**src/rtl/uart_rx_pkg.sv**
```systemverilog
package uart_rx_pkg;

    typedef enum logic [2:0] {
        S_IDLE,
        S_START,
        S_DATA,
        S_PARITY,
        S_STOP,
        S_BRKWAIT
    } rx_state_e;

    typedef struct packed {
        logic brk;
        logic ferr;
        logic perr;
    } char_err_t;

endpackage

```
**src/rtl/uart_rx_frame.sv**
```systemverilog
module uart_rx_frame
    import uart_rx_pkg::*;
#(
    parameter int OSR    = 16,
    parameter int DATA_W = 8
) (
    input  logic              clk,
    input  logic              rst_n,
    input  logic              flush,
    input  logic              active,
    input  logic              tick,
    input  logic              rxd,
    input  logic [1:0]        cfg_len,
    input  logic              cfg_par_en,
    input  logic              cfg_par_odd,
    output logic              done,
    output logic [DATA_W-1:0] data,
    output char_err_t         err
);

    localparam int CNT_W = $clog2(OSR);
    localparam int IDX_W = $clog2(DATA_W);
    localparam logic [CNT_W-1:0] HALF = CNT_W'(OSR / 2 - 1);
    localparam logic [CNT_W-1:0] LAST = CNT_W'(OSR - 1);

    rx_state_e          state, nxt;
    logic [CNT_W-1:0]   cnt;
    logic [IDX_W-1:0]   bit_idx;
    logic [IDX_W-1:0]   last_idx;
    logic [DATA_W-1:0]  shreg;
    logic               pbit;
    logic               zero_char;
    logic               perr_c;
    logic               stop_hit;

    assign last_idx  = IDX_W'(4) + IDX_W'(cfg_len);
    assign zero_char = (shreg == '0) && (!cfg_par_en || !pbit);
    assign perr_c    = cfg_par_en && ((^shreg) ^ pbit ^ cfg_par_odd);
    assign stop_hit  = (state == S_STOP) && tick && (cnt == LAST);

    // state register
    always_ff @(posedge clk or negedge rst_n) begin
        if (!rst_n) state <= S_IDLE;
        else        state <= nxt;
    end

    // next state
    always_comb begin
        nxt = state;
        unique case (state)
            S_IDLE:    if (active && tick && !rxd) nxt = S_START;
            S_START:   if (tick && cnt == HALF) nxt = rxd ? S_IDLE : S_DATA;
            S_DATA:    if (tick && cnt == LAST && bit_idx == last_idx)
                           nxt = cfg_par_en ? S_PARITY : S_STOP;
            S_PARITY:  if (tick && cnt == LAST) nxt = S_STOP;
            S_STOP:    if (tick && cnt == LAST)
                           nxt = (!rxd && zero_char) ? S_BRKWAIT : S_IDLE;
            S_BRKWAIT: if (tick && rxd) nxt = S_IDLE;
            default:   nxt = S_IDLE;
        endcase
        if (flush) nxt = S_IDLE;
    end

    // bit timing and assembly
    always_ff @(posedge clk or negedge rst_n) begin
        if (!rst_n) begin
            cnt     <= '0;
            bit_idx <= '0;
            shreg   <= '0;
            pbit    <= 1'b0;
        end else if (flush || state == S_IDLE) begin
            cnt     <= '0;
            bit_idx <= '0;
            shreg   <= '0;
            pbit    <= 1'b0;
        end else if (tick) begin
            case (state)
                S_START: cnt <= (cnt == HALF) ? '0 : cnt + 1'b1;
                S_DATA: begin
                    if (cnt == LAST) begin
                        cnt            <= '0;
                        shreg[bit_idx] <= rxd;
                        bit_idx        <= bit_idx + 1'b1;
                    end else begin
                        cnt <= cnt + 1'b1;
                    end
                end
                S_PARITY: begin
                    if (cnt == LAST) begin
                        cnt  <= '0;
                        pbit <= rxd;
                    end else begin
                        cnt <= cnt + 1'b1;
                    end
                end
                S_STOP:  cnt <= cnt + 1'b1;
                default: cnt <= cnt;
            endcase
        end
    end

    // registered character outputs
    always_ff @(posedge clk or negedge rst_n) begin
        if (!rst_n) begin
            done <= 1'b0;
            data <= '0;
            err  <= '0;
        end else begin
            done <= stop_hit && !flush;
            if (stop_hit) begin
                data     <= shreg;
                err.brk  <= !rxd && zero_char;
                err.ferr <= !rxd && !zero_char;
                err.perr <= perr_c && !(!rxd && zero_char);
            end
        end
    end

    a_r3_noise_drop: assert property (@(posedge clk) disable iff (!rst_n)
        (state == S_START && tick && cnt == HALF && rxd && !flush) |=> state == S_IDLE);

    a_r7_break_hold: assert property (@(posedge clk) disable iff (!rst_n)
        (state == S_BRKWAIT && !rxd && !flush) |=> state == S_BRKWAIT);

    a_r6_done_after_stop: assert property (@(posedge clk) disable iff (!rst_n)
        done |-> $past(state) == S_STOP);

endmodule

```
**src/rtl/uart_rx_fifo.sv**
```systemverilog
module uart_rx_fifo #(
    parameter int W     = 8,
    parameter int DEPTH = 4
) (
    input  logic         clk,
    input  logic         rst_n,
    input  logic         flush,
    input  logic         push,
    input  logic [W-1:0] wdata,
    input  logic         pop,
    output logic [W-1:0] rdata,
    output logic         empty,
    output logic         full
);

    localparam int AW = (DEPTH > 1) ? $clog2(DEPTH) : 1;
    localparam int CW = $clog2(DEPTH + 1);
    localparam logic [AW-1:0] PTR_MAX = AW'(DEPTH - 1);

    logic [W-1:0]  mem [DEPTH];
    logic [AW-1:0] wr_ptr, rd_ptr;
    logic [CW-1:0] count;
    logic          do_push, do_pop;

    assign empty   = (count == '0);
    assign full    = (count == CW'(DEPTH));
    assign do_push = push && !full;
    assign do_pop  = pop && !empty;
    assign rdata   = mem[rd_ptr];

    always_ff @(posedge clk) begin
        if (do_push) mem[wr_ptr] <= wdata;
    end

    always_ff @(posedge clk or negedge rst_n) begin
        if (!rst_n) begin
            wr_ptr <= '0;
            rd_ptr <= '0;
            count  <= '0;
        end else if (flush) begin
            wr_ptr <= '0;
            rd_ptr <= '0;
            count  <= '0;
        end else begin
            if (do_push) wr_ptr <= (wr_ptr == PTR_MAX) ? '0 : wr_ptr + 1'b1;
            if (do_pop)  rd_ptr <= (rd_ptr == PTR_MAX) ? '0 : rd_ptr + 1'b1;
            count <= count + CW'(do_push) - CW'(do_pop);
        end
    end

    a_r8_count_bound: assert property (@(posedge clk) disable iff (!rst_n)
        count <= CW'(DEPTH));

    a_r8_full_holds: assert property (@(posedge clk) disable iff (!rst_n)
        (full && push && !pop && !flush) |=> full);

endmodule

```
**src/rtl/uart_rx_err.sv**
```systemverilog
module uart_rx_err
    import uart_rx_pkg::*;
#(
    parameter int DEPTH = 4,
    parameter int OSR   = 16
) (
    input  logic       clk,
    input  logic       rst_n,
    input  logic       tick16,
    input  logic       rxd,
    input  logic       cmd_rx_on,
    input  logic       cmd_rx_reset,
    input  logic       cmd_err_clear,
    input  logic [1:0] cfg_len,
    input  logic       cfg_par_en,
    input  logic       cfg_par_odd,
    input  logic       rd_pop,
    output logic       rd_valid,
    output logic [7:0] rd_data,
    output logic       err_break,
    output logic       err_frame,
    output logic       err_parity,
    output logic       err_overrun
);

    localparam int DATA_W = 8;

    logic [1:0]        rxd_sync;
    logic              rx_armed;
    logic              frm_done;
    logic [DATA_W-1:0] frm_data;
    char_err_t         frm_err;
    logic              fifo_empty, fifo_full;
    logic              is_char, push, ovr_set;

    always_ff @(posedge clk or negedge rst_n) begin
        if (!rst_n) rxd_sync <= 2'b11;
        else        rxd_sync <= {rxd_sync[0], rxd};
    end

    always_ff @(posedge clk or negedge rst_n) begin
        if (!rst_n)            rx_armed <= 1'b0;
        else if (cmd_rx_reset) rx_armed <= 1'b0;
        else if (cmd_rx_on)    rx_armed <= 1'b1;
    end

    uart_rx_frame #(.OSR(OSR), .DATA_W(DATA_W)) u_frame (
        .clk         (clk),
        .rst_n       (rst_n),
        .flush       (cmd_rx_reset),
        .active      (rx_armed),
        .tick        (tick16),
        .rxd         (rxd_sync[1]),
        .cfg_len     (cfg_len),
        .cfg_par_en  (cfg_par_en),
        .cfg_par_odd (cfg_par_odd),
        .done        (frm_done),
        .data        (frm_data),
        .err         (frm_err)
    );

    assign is_char = frm_done && !frm_err.brk && !cmd_rx_reset;
    assign push    = is_char && !fifo_full;
    assign ovr_set = is_char && fifo_full;

    uart_rx_fifo #(.W(DATA_W), .DEPTH(DEPTH)) u_fifo (
        .clk   (clk),
        .rst_n (rst_n),
        .flush (cmd_rx_reset),
        .push  (push),
        .wdata (frm_data),
        .pop   (rd_pop),
        .rdata (rd_data),
        .empty (fifo_empty),
        .full  (fifo_full)
    );

    assign rd_valid = !fifo_empty;

    always_ff @(posedge clk or negedge rst_n) begin
        if (!rst_n) begin
            err_break   <= 1'b0;
            err_frame   <= 1'b0;
            err_parity  <= 1'b0;
            err_overrun <= 1'b0;
        end else begin
            if (frm_done && frm_err.brk && !cmd_rx_reset) err_break <= 1'b1;
            else if (cmd_err_clear)                       err_break <= 1'b0;
            if (push && frm_err.ferr)                     err_frame <= 1'b1;
            else if (cmd_err_clear)                       err_frame <= 1'b0;
            if (push && frm_err.perr)                     err_parity <= 1'b1;
            else if (cmd_err_clear)                       err_parity <= 1'b0;
            if (ovr_set)                                  err_overrun <= 1'b1;
            else if (cmd_err_clear)                       err_overrun <= 1'b0;
        end
    end

    a_r9_overrun_set: assert property (@(posedge clk) disable iff (!rst_n)
        (frm_done && !frm_err.brk && fifo_full && !cmd_rx_reset) |=> err_overrun);

    a_r10_clear_all: assert property (@(posedge clk) disable iff (!rst_n)
        (cmd_err_clear && !frm_done) |=> !(err_break || err_frame || err_parity || err_overrun));

    a_r11_reset_empties: assert property (@(posedge clk) disable iff (!rst_n)
        cmd_rx_reset |=> !rd_valid);

    a_r2_disarmed_quiet: assert property (@(posedge clk) disable iff (!rst_n)
        (!rx_armed && !$past(rx_armed) && !frm_done) |=> $stable(rd_valid) || !rd_valid);

endmodule

```
**config.mk**
```make
export PLATFORM = sky130hd
export DESIGN_NAME = uart_rx_err
export DESIGN_NICKNAME = d
export VERILOG_FILES = /design/src/rtl/uart_rx_pkg.sv /design/src/rtl/uart_rx_frame.sv /design/src/rtl/uart_rx_fifo.sv /design/src/rtl/uart_rx_err.sv
export SDC_FILE = /design/constraint.sdc
export NUM_CORES = 1
export LEC_CHECK = 0
export ABC_AREA = 1
export CORE_MARGIN = 2
export CORE_UTILIZATION = 59
export CTS_CLUSTER_DIAMETER = 30
export DETAILED_ROUTE_END_ITERATION = 8
export GPL_ROUTABILITY_DRIVEN = 0
export PLACE_DENSITY = 0.8
export SETUP_SLACK_MARGIN = 0.05
export SLEW_MARGIN = 15
export SYNTH_ARGS = -nofsm -noshare
export SYNTH_HDL_FRONTEND = slang
export SYNTH_SLANG_ARGS = --single-unit
export TNS_END_PERCENT = 20
```
**constraint.sdc**
```tcl
create_clock -name clk -period 2.4 [get_ports clk]
set_clock_uncertainty 0.2 [all_clocks]
set_input_delay 0.24 -clock clk [delete_from_list [all_inputs] [get_ports clk]]
set_output_delay 0.24 -clock clk [all_outputs]
set_load 0.02 [all_outputs]
```
==> impl_results.md <==
* Total clock sinks at 77
* Share of the synthesized area in the top cell type at ~28%
* Initial Util at 60.5%
* IO Pins at 25
* Share of power burned in registers at between 40% and 50%
* Net Switching at 1160 uW
* Fill cells at ~470
* Hold path start: rxd
* VDD IR max at just under 0.0007 V
* WP data arrival at about 2300 ps
* Worst Reg-to-Reg Cells at 11
* Max Cap Viol at 0
* PD cells at just under 800 mW/mm2
* Vias per cell at approximately 5.4
* Chip width at roughly 84 um
* Seq/Total Area, Yosys at about 55%
* Remaining DRCs at 0
* Layout cells sized above 1 at between 10% and 20%
* Synth async-reset ratio at between 50% and 60%
* Syn nets at 424
* Antenna diode count at 0
* Total GRT Usage at 22.8%
* DR WL/cell at roughly 14 um
* Drt pass-1 iters at 4
* DRT antenna net count at 0
* Element type at the critical path start: flip-flop
* CTS tree: built
* Nets@finish at about 460
* Cells after Synth at 398
* Slowest-stage cell, CP: dfrtp_1
* RR Startpoint: u_fifo.count[1]$_DFF_PN0_
* Critical path class: flip-flop to flip-flop
* Die Footprint at 0.00709 mm2
* Worst-path cell chain: inv_1 -> nand3_1 -> nand2_1 -> inv_1 -> ha_1 -> inv_1 -> ha_1 -> inv_1 -> fa_1 -> xor2_1 -> nor2_1
* CTS root buf: clkbuf_8
* Setup violations, final at 0
* GRT overflow at 0
* Core ar. at around 0.0063 mm2
* Final worst path period share at approximately 95%
* Synthesized flop and latch total at 77
* Total routed wirelength at about 7.3 mm
* Logic pwr share at a little over a quarter
* CP Max Fanout at 4
* Vias in the first global route at between 2000 and 3000
* Port Buffers at 24
* DR vias at about 2800
* Yosys warns at 0
* Mapped cell area at around 0.0038 mm2
* HP Class: input port to flip-flop
* Internal power at approximately 2300 uW
* Largest net degree at the start of global routing at 31
* Endpoints failing hold at 0
* Cell repeated most along the worst path: inv_1
* Crit end category: flip-flop
* Max Clk Rate at 440 MHz
* Global-route wire length before repair at 12.8 mm
* Initial antenna violation count at 0
* Inserted Clock Buffers at 9
* Netlist cell types at 43
* Std cell rows at 29
* Tmin final at approximately 2300 ps
* Required time worst endpoint at 2460 ps
* Outcome: finished clean
* Clk buf depth at 2
* Worst hold slack at 82.7 ps
* Leak Pwr at around 0.0021 uW
* HPWL after DPL at between 5 and 6 mm
* Tightest Pin Transition at 649 ps
* Area leader, netlist: dfrtp_1
* Ranking of synthesized cells by area: dfrtp_1 28%, edfxtp_1 25%, nand2_1 6.3%, inv_1 5.5%, o21ai_0 5.0%
* Top_reg_cell synth: dfrtp_1
* Crit. Startpoint: u_fifo.count[1]$_DFF_PN0_
* Setup TNS at 0 ps
* Switching part of the total at around a third
* Clock-pin slew on the worst setup and hold paths at about 90 ps
* EDFF count, synth at 32
* Post-Syn Area per Cell at roughly 9.5 um2
* CP max stage delay at ~470 ps
* Initial drt markers at roughly 150
* Die Ht at about 84 um
* CTS H-tree lvls at 3
* Clock power share at around 30%
* Slew HR at 56.7%
* Final-report max-slew violation count at 0
* Hold Path Depth at 1
* Clk_lat worst skew at 360 ps
* Setup repair after global routing missed its margin: yes
* Area Overhead vs Synth at 15.4%
==> stage by stage <==
| step | total power, uW | util [%] | area (um2) | cells | setup WS, ps |
|---|---|---|---|---|---|
| after floorplan | 2130 | - | 3800 | 398 | 130 |
| after global placement | 2400 | 66.0 | 4140 | 500 | 169 |
| after detailed placement | 2450 | 66.0 | 4140 | 500 | 59.5 |
| after CTS | 3470 | 69.7 | 4380 | 520 | 5.45 |
| after global routing | 3630 | 69.8 | 4380 | 520 | 47.9 |
| final | 3430 | 69.8 | 4380 | 520 | 128 |
==> repair_timing <==
action | CTS | global route
endpoints found under the hold margin | 26 | 0
buffers inserted | 3 | 0
gates resized for setup | 10 | 1
endpoints found under the setup margin | 8 | 2
hold buffers | 1 | 0
==> worst max-delay path, delay by kind of cell, from the launching register on <==
family / cells / cell delay (ps)
xor gates and xnor gates: 1 / 180
DFF: 1 / 470
adders and majority gates: 3 / 780
and+or+nand+nor: 3 / 270
buffers and inverters: 4 / 280
==> synthesized netlist by cell type, types with 2 or more instances <==
library cell and number:
nand2_1 64, inv_1 56, nor2_1 44, dfrtp_1 43
o21ai_0 38, edfxtp_1 32, o21ai_1 17, nand3_1 16
ha_1 13, o22ai_1 9, nand4_1 7, buf_2 5
inv_2 5, xor2_1 5, nand2_2 4, nor2_2 4
nand2_4 3, xnor2_1 3, buf_6 2, dfstp_2 2
nand3_2 2, nor2_4 2, nor3_1 2
==> cells in the final DEF (no fill, tap or decap), types with 2 or more instances in the layout <==
cell type        synthesis  final
inv_2                    5      6
inv_1                   56     54
nor2_1                  44     44
dfrtp_1                 43     42
clkbuf_8                 0      9
nor3_1                   2      2
xnor2_1                  3      3
o22ai_1                  9      9
clkinvlp_4               0      2
nand2_1                 64     64
nor2_2                   4      4
clkdlybuf4s50_1          0     15
ha_1                    13     13
nand3_1                 16     16
buf_4                    1     13
xor2_1                   5      5
o21ai_0                 38     38
dfstp_2                  2      2
nand2_4                  3      3
o21ai_1                 17     17
edfxtp_1                32     32
nand3_2                  2      2
inv_6                    0      4
nor2_4                   2      2
dlygate4sd2_1            0      7
nand4_1                  7      7
nand2_2                  4      4
==> state kept, by name (all words and copies together), names as in the netlist, 3 cells and up <==
signal	cells
u_fifo.mem	32
u_frame.data	8
u_frame.shreg	8
u_frame.cnt	4
u_fifo.count	3
u_frame.bit_idx	3
u_frame.err	3
u_frame.state	3
==> path summary, 6_finish.rpt <==
kind / end / slack [ps]
min reg2reg: rxd_sync[1]$_DFF_PN1_ / 160
max in group asynchronous: u_frame.shreg[5]$_DFFE_PN0P_ / 1170
max reg2reg: u_fifo.count[2]$_DFF_PN0_ / 130
min: rxd_sync[0]$_DFF_PN1_ / 80
min in group asynchronous: err_parity$_DFFE_PN0P_ / 230
max: u_fifo.count[2]$_DFF_PN0_ / 130
==> routing by layer <==
| layer | vias up | global-route usage (%) | part of all wire (%) |
|---|---|---|---|
| met1 | 1311 | 29.9 | 44 |
| met2 | 73 | 37.0 | 50 |
| met3 | 11 | 6.19 | 5.0 |
| met4 | 0 | 8.21 | 1.7 |
| li1 | 1392 | - | - |
| met5 | - | 0 | 0 |
==> layout make-up <==
cell class	instances	area, um2	share of cell area [%]
sequential	77	2090	47.7
clock buffer	9	124	2.83
clock inverter	7	81.3	1.86
tap	77	96.3	2.20
inverter	64	248	5.66
timing repair buffer	38	337	7.68
multi-input combinational	248	1400	32.0
==> logic make-up after synthesis <==
group	after synthesis	synth area share (%)
AO/OA/AOI/OAI	75	11.8
XOR/XNOR	8	1.85
adder cells (fa/ha/maj)	14	4.81
buffers and inverters	73	7.98
flip-flops	77	55.0
AND/OR/NAND/NOR	151	18.5
==> power groups by stage <==
stage               logic [uW]  registers, uW  clock network, uW
global route              1020           1510               1110
floorplan                  641           1490                  0
detailed placement         936           1510                  0
CTS                        932           1490               1040
finish                     919           1490               1020
global placement           892           1510                  0
No activity file was read; power rests on OpenSTA's default activity.
